### src/rtl/i2c_eng_pkg.sv
// Shared types for the I2C master bit engine.
package i2c_eng_pkg;

    // Command codes as seen on cmd_op.
    typedef enum logic [1:0] {
        OP_START = 2'b00,
        OP_STOP  = 2'b01,
        OP_WRITE = 2'b10,
        OP_READ  = 2'b11
    } op_e;

    // Sequencer states: S_* start, B_* byte bit, P_* stop.
    typedef enum logic [3:0] {
        ST_IDLE,
        ST_S_REL,
        ST_S_CHK,
        ST_S_HOLD,
        ST_S_FALL,
        ST_B_LOW,
        ST_B_POLL,
        ST_B_HIGH,
        ST_P_LOW,
        ST_P_POLL,
        ST_P_HOLD,
        ST_P_REL
    } state_e;

endpackage

### src/rtl/i2c_eng_timer.sv
// Down-counting wait timer. A load of W makes the owning state last
// max(W,1) cycles: the state leaves when last is high.
// Assumes: load is asserted on the edge that enters a wait state.
module i2c_eng_timer #(
    parameter int CW = 18
) (
    input  logic          clk,
    input  logic          rst_n,
    input  logic          load,
    input  logic [CW-1:0] load_val,
    output logic          last
);
    logic [CW-1:0] cnt_q;

    // Load on state entry, otherwise count toward zero.
    always_ff @(posedge clk) begin
        if (!rst_n)
            cnt_q <= '0;
        else if (load)
            cnt_q <= load_val;
        else if (cnt_q != '0)
            cnt_q <= cnt_q - 1'b1;
    end

    assign last = (cnt_q <= CW'(1));
endmodule

### src/rtl/i2c_eng_stretch.sv
// Bounded wait on a held SCL. Counts polling cycles since clear and
// reports when the programmed limit is reached.
// Assumes: clear is pulsed on the edge that enters a polling state.
module i2c_eng_stretch #(
    parameter int LW = 16
) (
    input  logic          clk,
    input  logic          rst_n,
    input  logic          clear,
    input  logic          poll,
    input  logic [LW-1:0] limit,
    output logic          at_limit
);
    logic [LW-1:0] cnt_q;

    assign at_limit = (cnt_q >= limit);

    // Count polling cycles, saturating at the limit.
    always_ff @(posedge clk) begin
        if (!rst_n)
            cnt_q <= '0;
        else if (clear)
            cnt_q <= '0;
        else if (poll && !at_limit)
            cnt_q <= cnt_q + 1'b1;
    end
endmodule

### src/rtl/i2c_eng_shift.sv
// Byte shifter. Holds the transmit byte (MSB presented first) and
// assembles sampled line levels MSB first. One step per data bit.
// Assumes: load and step are never asserted together.
module i2c_eng_shift #(
    parameter int DW = 8
) (
    input  logic          clk,
    input  logic          rst_n,
    input  logic          load,
    input  logic [DW-1:0] load_data,
    input  logic          step,
    input  logic          sample_bit,
    output logic          tx_bit,
    output logic [DW-1:0] rx_data
);
    logic [DW-1:0] tx_q;
    logic [DW-1:0] rx_q;

    // Transmit register: load a new byte or move to the next bit.
    always_ff @(posedge clk) begin
        if (!rst_n)
            tx_q <= '0;
        else if (load)
            tx_q <= load_data;
        else if (step)
            tx_q <= {tx_q[DW-2:0], 1'b0};
    end

    // Receive register: shift in the sampled level on each step.
    always_ff @(posedge clk) begin
        if (!rst_n)
            rx_q <= '0;
        else if (step)
            rx_q <= {rx_q[DW-2:0], sample_bit};
    end

    assign tx_bit  = tx_q[DW-1];
    assign rx_data = rx_q;
endmodule

### src/rtl/i2c_bit_engine.sv
// I2C master bit engine. Runs one start, stop, byte write or byte read
// per command, driving SCL/SDA through open-drain enables (1 = pull low)
// and reading the true line levels back. Wait phases use D, D+1 or D+2
// cycles; every SCL release waits for SCL high up to stretch_limit.
// Assumes: scl_in/sda_in are synchronous to clk; quarter_dly and
// stretch_limit are stable while a command runs.
module i2c_bit_engine #(
    parameter int DW    = 8,
    parameter int DLY_W = 16,
    parameter int STR_W = 16
) (
    input  logic             clk,
    input  logic             rst_n,
    input  logic             cmd_valid,
    input  logic [1:0]       cmd_op,
    input  logic [DW-1:0]    cmd_wdata,
    input  logic             cmd_nack,
    input  logic [DLY_W-1:0] quarter_dly,
    input  logic [STR_W-1:0] stretch_limit,
    input  logic             scl_in,
    input  logic             sda_in,
    output logic             scl_oe,
    output logic             sda_oe,
    output logic             idle,
    output logic             done,
    output logic [DW-1:0]    rx_data,
    output logic             ack_level,
    output logic             bus_busy,
    output logic             stretch_tmo
);
    import i2c_eng_pkg::*;

    localparam int TMR_W = DLY_W + 2;
    localparam int IW    = $clog2(DW + 2);
    localparam logic [IW-1:0] ACK_IDX = IW'(DW);

    state_e          state_q, state_d;
    logic            scl_q, scl_d, sda_q, sda_d;
    logic            done_q, done_d;
    logic            err_q, err_d, tmo_q, tmo_d, ack_q, ack_d;
    logic            rd_q, rd_d, nack_q, nack_d;
    logic [IW-1:0]   bit_q, bit_d, bit_nxt;
    logic            tmr_load, tmr_last;
    logic [TMR_W-1:0] tmr_val, dly_w, low_wr, low_rd;
    logic            str_clear, str_poll, str_lim;
    logic            sh_load, sh_step, tx_bit;
    logic            byte_active;

    assign dly_w   = TMR_W'(quarter_dly);
    assign low_wr  = dly_w + TMR_W'(1);
    assign low_rd  = dly_w + TMR_W'(2);
    assign bit_nxt = bit_q + 1'b1;
    assign str_poll = (state_q == ST_B_POLL) || (state_q == ST_P_POLL);
    assign byte_active = (state_q == ST_B_LOW) || (state_q == ST_B_POLL) ||
                         (state_q == ST_B_HIGH);

    i2c_eng_timer #(.CW(TMR_W)) u_timer (
        .clk      (clk),
        .rst_n    (rst_n),
        .load     (tmr_load),
        .load_val (tmr_val),
        .last     (tmr_last)
    );

    i2c_eng_stretch #(.LW(STR_W)) u_stretch (
        .clk      (clk),
        .rst_n    (rst_n),
        .clear    (str_clear),
        .poll     (str_poll),
        .limit    (stretch_limit),
        .at_limit (str_lim)
    );

    i2c_eng_shift #(.DW(DW)) u_shift (
        .clk        (clk),
        .rst_n      (rst_n),
        .load       (sh_load),
        .load_data  (cmd_wdata),
        .step       (sh_step),
        .sample_bit (sda_in),
        .tx_bit     (tx_bit),
        .rx_data    (rx_data)
    );

    // Next-state and line-drive decisions for every phase.
    always_comb begin
        state_d   = state_q;
        scl_d     = scl_q;
        sda_d     = sda_q;
        done_d    = 1'b0;
        err_d     = err_q;
        tmo_d     = tmo_q;
        ack_d     = ack_q;
        rd_d      = rd_q;
        nack_d    = nack_q;
        bit_d     = bit_q;
        tmr_load  = 1'b0;
        tmr_val   = dly_w;
        str_clear = 1'b0;
        sh_load   = 1'b0;
        sh_step   = 1'b0;
        case (state_q)
            ST_IDLE: begin
                if (cmd_valid) begin
                    case (op_e'(cmd_op))
                        OP_START: begin
                            scl_d   = 1'b0;
                            sda_d   = 1'b0;
                            err_d   = 1'b0;
                            state_d = ST_S_REL;
                        end
                        OP_STOP: begin
                            scl_d    = 1'b1;
                            sda_d    = 1'b1;
                            tmr_load = 1'b1;
                            state_d  = ST_P_LOW;
                        end
                        OP_WRITE: begin
                            sh_load  = 1'b1;
                            rd_d     = 1'b0;
                            bit_d    = '0;
                            scl_d    = 1'b1;
                            sda_d    = !cmd_wdata[DW-1];
                            tmr_load = 1'b1;
                            tmr_val  = low_wr;
                            state_d  = ST_B_LOW;
                        end
                        default: begin
                            sh_load  = 1'b1;
                            rd_d     = 1'b1;
                            nack_d   = cmd_nack;
                            bit_d    = '0;
                            scl_d    = 1'b1;
                            sda_d    = 1'b0;
                            tmr_load = 1'b1;
                            tmr_val  = low_rd;
                            state_d  = ST_B_LOW;
                        end
                    endcase
                end
            end
            ST_S_REL: state_d = ST_S_CHK;
            ST_S_CHK: begin
                if (!sda_in) begin
                    err_d   = 1'b1;
                    done_d  = 1'b1;
                    state_d = ST_IDLE;
                end else begin
                    tmr_load = 1'b1;
                    state_d  = ST_S_HOLD;
                end
            end
            ST_S_HOLD: begin
                if (tmr_last) begin
                    sda_d    = 1'b1;
                    tmr_load = 1'b1;
                    state_d  = ST_S_FALL;
                end
            end
            ST_S_FALL: begin
                if (tmr_last) begin
                    done_d  = 1'b1;
                    state_d = ST_IDLE;
                end
            end
            ST_B_LOW: begin
                if (tmr_last) begin
                    scl_d     = 1'b0;
                    str_clear = 1'b1;
                    state_d   = ST_B_POLL;
                end
            end
            ST_B_POLL: begin
                if (scl_in || str_lim) begin
                    if (!scl_in)
                        tmo_d = 1'b1;
                    if (bit_q == ACK_IDX)
                        ack_d = sda_in;
                    else
                        sh_step = 1'b1;
                    tmr_load = 1'b1;
                    state_d  = ST_B_HIGH;
                end
            end
            ST_B_HIGH: begin
                if (tmr_last) begin
                    if (bit_q == ACK_IDX) begin
                        done_d  = 1'b1;
                        state_d = ST_IDLE;
                    end else begin
                        bit_d    = bit_nxt;
                        scl_d    = 1'b1;
                        tmr_load = 1'b1;
                        state_d  = ST_B_LOW;
                        if (bit_nxt == ACK_IDX) begin
                            sda_d   = rd_q ? !nack_q : 1'b0;
                            tmr_val = rd_q ? low_wr : low_rd;
                        end else begin
                            sda_d   = rd_q ? 1'b0 : !tx_bit;
                            tmr_val = rd_q ? low_rd : low_wr;
                        end
                    end
                end
            end
            ST_P_LOW: begin
                if (tmr_last) begin
                    scl_d     = 1'b0;
                    str_clear = 1'b1;
                    state_d   = ST_P_POLL;
                end
            end
            ST_P_POLL: begin
                if (scl_in || str_lim) begin
                    if (!scl_in)
                        tmo_d = 1'b1;
                    tmr_load = 1'b1;
                    state_d  = ST_P_HOLD;
                end
            end
            ST_P_HOLD: begin
                if (tmr_last) begin
                    sda_d    = 1'b0;
                    tmr_load = 1'b1;
                    state_d  = ST_P_REL;
                end
            end
            ST_P_REL: begin
                if (tmr_last) begin
                    done_d  = 1'b1;
                    state_d = ST_IDLE;
                end
            end
            default: state_d = ST_IDLE;
        endcase
    end

    // State and output registers.
    always_ff @(posedge clk) begin
        if (!rst_n) begin
            state_q <= ST_IDLE;
            scl_q   <= 1'b0;
            sda_q   <= 1'b0;
            done_q  <= 1'b0;
            err_q   <= 1'b0;
            tmo_q   <= 1'b0;
            ack_q   <= 1'b0;
            rd_q    <= 1'b0;
            nack_q  <= 1'b0;
            bit_q   <= '0;
        end else begin
            state_q <= state_d;
            scl_q   <= scl_d;
            sda_q   <= sda_d;
            done_q  <= done_d;
            err_q   <= err_d;
            tmo_q   <= tmo_d;
            ack_q   <= ack_d;
            rd_q    <= rd_d;
            nack_q  <= nack_d;
            bit_q   <= bit_d;
        end
    end

    assign scl_oe      = scl_q;
    assign sda_oe      = sda_q;
    assign idle        = (state_q == ST_IDLE);
    assign done        = done_q;
    assign ack_level   = ack_q;
    assign bus_busy    = err_q;
    assign stretch_tmo = tmo_q;
endmodule

### config.mk
export PLATFORM = sky130hd
export DESIGN_NAME = i2c_bit_engine
export DESIGN_NICKNAME = d
export VERILOG_FILES = /design/src/rtl/i2c_eng_pkg.sv /design/src/rtl/i2c_eng_timer.sv /design/src/rtl/i2c_eng_stretch.sv /design/src/rtl/i2c_eng_shift.sv /design/src/rtl/i2c_bit_engine.sv
export SDC_FILE = /design/constraint.sdc
export NUM_CORES = 1
export LEC_CHECK = 0
export ABC_AREA = 1
export CAP_MARGIN = 10
export CORE_MARGIN = 8
export CORE_UTILIZATION = 40
export CTS_CLUSTER_DIAMETER = 60
export DETAILED_ROUTE_END_ITERATION = 8
export PLACE_DENSITY = 0.69
export SYNTH_ARGS = -nofsm -noshare
export SYNTH_HDL_FRONTEND = slang
export SYNTH_HIERARCHICAL = 1
export SYNTH_SLANG_ARGS = --single-unit
export TNS_END_PERCENT = 5
### constraint.sdc
create_clock -name clk -period 5.8 [get_ports clk]
set_clock_uncertainty 0.15 [all_clocks]
set_input_delay 1.45 -clock clk [delete_from_list [all_inputs] [get_ports clk]]
set_output_delay 1.45 -clock clk [all_outputs]
set_load 0.02 [all_outputs]
==> results.json <==
{
  "status": "finished, final reports clean",
  "port_buffers": 62,
  "area_delta_synth_final_pct": 17.8,
  "cp.required_ns": 5.92,
  "syn_nets": 1073,
  "routed_wl_mm": 15.5,
  "switching_power_uw": 1080,
  "synth-seq-cells": 66,
  "top_layer": "met4",
  "wl_met1_mm": 7.66,
  "drt_iter0_drc": 417,
  "vias_per_cell": 4.92,
  "ys_seq_area_share_pct": 22.5,
  "synthAdderAreaFrac_pct": 6.17,
  "nNetsFinal": 1133,
  "synth.distinct_cells": 39,
  "synth_edf_count": 0,
  "path_max_fanout": 22,
  "clkSinkCount": 66,
  "end_kind": "flip-flop",
  "cp_slowest_cell": "clkinv_1",
  "fin_tns_setup_ns": 0,
  "clock_latency_ns": 0.34,
  "postSynthCellCount": 996,
  "hp-class": "reg -> reg",
  "drt_pass1_iterations": 7,
  "synth.cell_area_mm2": 0.00588,
  "grt_first_pass_wirelength_mm": 26.3,
  "mostFrequentLayoutCell": "nand2_1",
  "synth_compound_area_share_pct": 8.22,
  "core_area_mm2": 0.0144,
  "max_stage_delay_ns": 0.49,
  "critical_path_class": "in -> reg",
  "place_congestion": 0.909,
  "wl_met2_mm": 7.05,
  "synthTopCellsByArea": "dfxtp_1, nand2_1, inv_1, nor2_1, nand3_1",
  "ant_nets": 0,
  "setup_ws_ns": 1.23,
  "post-cts-setup-buffer-count": 0,
  "avgRoutedWirePerCell_um": 12.5,
  "worstMarginPinSlew_ns": 0.711,
  "seq_power_share_pct": 25.9,
  "cts_tree": "built",
  "start_kind": "input pin",
  "maxCapViolations": 0,
  "internal-power_uw": 1310,
  "drive_gt1_share_pct": 8.20,
  "die_x_um": 137,
  "swShare_pct": 45.2,
  "ctsResizeCount": 0,
  "arrival_ns": 4.69,
  "layout_common_cells": "nand2_1, inv_1, nor2_1, nand3_1, dfxtp_1",
  "dr_total_vias": 6128,
  "htreeDepth": 3,
  "die_h_um": 137,
  "final_hold_viol_count": 0,
  "hpwl_mm": 12.1,
  "powerDensity_mw_per_mm2": 345,
  "die_area_mm2": 0.0188,
  "cts.clk_slew.worst_paths_ns": 0.06,
  "min_period_ns": 4.57,
  "ir_drop_v": 0.000197,
  "drcViolationCount": 0,
  "antenna_found_initial": 0,
  "diodes": 0,
  "cts_buffers": 9,
  "rows": 44,
  "cts-root-buf": "clkbuf_16",
  "path_buf_inv": 5,
  "synth_top_area_share_pct": 22.5,
  "synth_mux_area_share_pct": 0,
  "start_util_pct": 40.7,
  "io_pins": 63,
  "path_delay_family": "simple AND/OR/NAND/NOR gates",
  "wl_met3_um": 647,
  "slew_violations": 0,
  "static-leakage-power_uw": 0.00343,
  "grt_max_degree": 26,
  "clock.fmax_mhz": 219,
  "grt.overflow.total": 0,
  "rsz0062_at_grt": "false",
  "synth_top_family_by_area": "simple AND/OR/NAND/NOR gates",
  "synth-main-ff-cell": "dfxtp_1",
  "slew_headroom_pct": 52.5,
  "p_clk_share_pct": 23.4,
  "cp_common_cell": "nand2_1",
  "path_cells": "clkdlybuf4s50_1, inv_1, ha_1, nand2_1, nor2_1, nor2_1, nand2_1, nand2_1, nand2_1, nand2_2, nand2_1, nor2_1, inv_1, nand2_1, o21ai_0, a21oi_1, nand3_1, buf_4, clkinv_1, nand4_1, nand2_1, a21oi_1",
  "comb_power_share_pct": 50.7,
  "clock_path_buffers": 2,
  "synth-simple-area-share_pct": 46.5,
  "hold_buffers": 0,
  "avgSynthCellArea_um2": 5.90,
  "finalSetupViolCount": 0,
  "yosys_warnings": 6,
  "synth_top_cell_by_area": "dfxtp_1",
  "hold_ws_ns": 0.313,
  "synth-async-reset-ratio_pct": 0,
  "grt_pass1_vias": 5779,
  "synth-xor-area-share_pct": 3.87,
  "dp_slack_ns": 0.861,
  "track_usage_pct": 16.9,
  "finalCritPeriodShare_pct": 78.9
}
## synth_stat cells, types with 14 or more instances
library cell and instances:
ha_1 29, o21ai_0 30, nand3_1 83, nor3_1 15, nand2_1 293, nand2_2 14, nor2_1 131, inv_1 145
xor2_1 23, nand4_1 33, dfxtp_1 66, a21oi_1 45
## tightest hold or removal path, stage by stage (launching register included)
cell	delay (ns)
dfxtp_1	0.31
nand2_1	0.06
a21oi_1	0.05
## routing by layer
metal / track usage, % / up-vias
li1: - / 3255
met1: 22.5 / 2729
met2: 27.3 / 127
met3: 3.10 / 17
met4: 4.53 / 0
met5: 0 / -
## worst paths after layout
| path | to | slack [ns] | depth (start not counted) | from |
|---|---|---|---|---|
| min | u_shift/tx_q[0]$_SDFFE_PN0P_ | 0.31 | 2 | u_shift/tx_q[0]$_SDFFE_PN0P_ |
| min reg2reg | u_shift/tx_q[0]$_SDFFE_PN0P_ | 0.31 | 2 | u_shift/tx_q[0]$_SDFFE_PN0P_ |
| max | u_timer/cnt_q[0]$_SDFFE_PN0P_ | 1.23 | 22 | stretch_limit[3] |
| max reg2reg | u_timer/cnt_q[0]$_SDFFE_PN0P_ | 1.89 | 15 | u_timer/cnt_q[0]$_SDFFE_PN0P_ |
## final cells by class
cell class                 count  area, µm²
fill                        1569       7500
multi-input combinational    753       3810
sequential                    66       1320
timing repair buffer          68        666
inverter                     158        594
clock buffer                  10        239
tap                          184        230
clock inverter                 6       65.1
## per-stage QoR
step	area, µm²	util [%]	instances	power (µW)
CTS	6920	48.0	1245	2400
finish	6920	48.0	1245	2390
floorplan	5880	-	996	1550
global route	6920	48.0	1245	2610
global placement	6620	45.9	1229	1820
detailed placement	6620	45.9	1229	1830
## power by group through the flow
stage          Clock [µW]  Sequential [µW]  Combinational, µW
6_report              559              619               1210
5_1_grt               595              631               1380
4_1_cts               573              618               1210
3_5_place_dp            0              628               1200
3_3_place_gp            0              626               1190
2_1_floorplan           0              621                925
## sequential cells by signal (all words and copies together), names as in the netlist
name / count
done: 1
rd_q: 1
scl_oe: 1
sda_oe: 1
state_q: 4
bus_busy: 1
nack_q: 1
u_shift/rx_data: 8
bit_q: 4
u_timer/cnt_q: 18
u_stretch/cnt_q: 16
u_shift/tx_q: 8
stretch_tmo: 1
ack_level: 1
## logic make-up (layout without fill, tap and decap cells)
logic type	Yosys count	after routing
compound gates	89	89
xor+xnor	26	26
fa+ha+maj	29	29
buf+inv	177	242
flops	66	66
other cells	1	1
simple gates	608	608
Note: power is estimated with default switching activity, not from simulation.
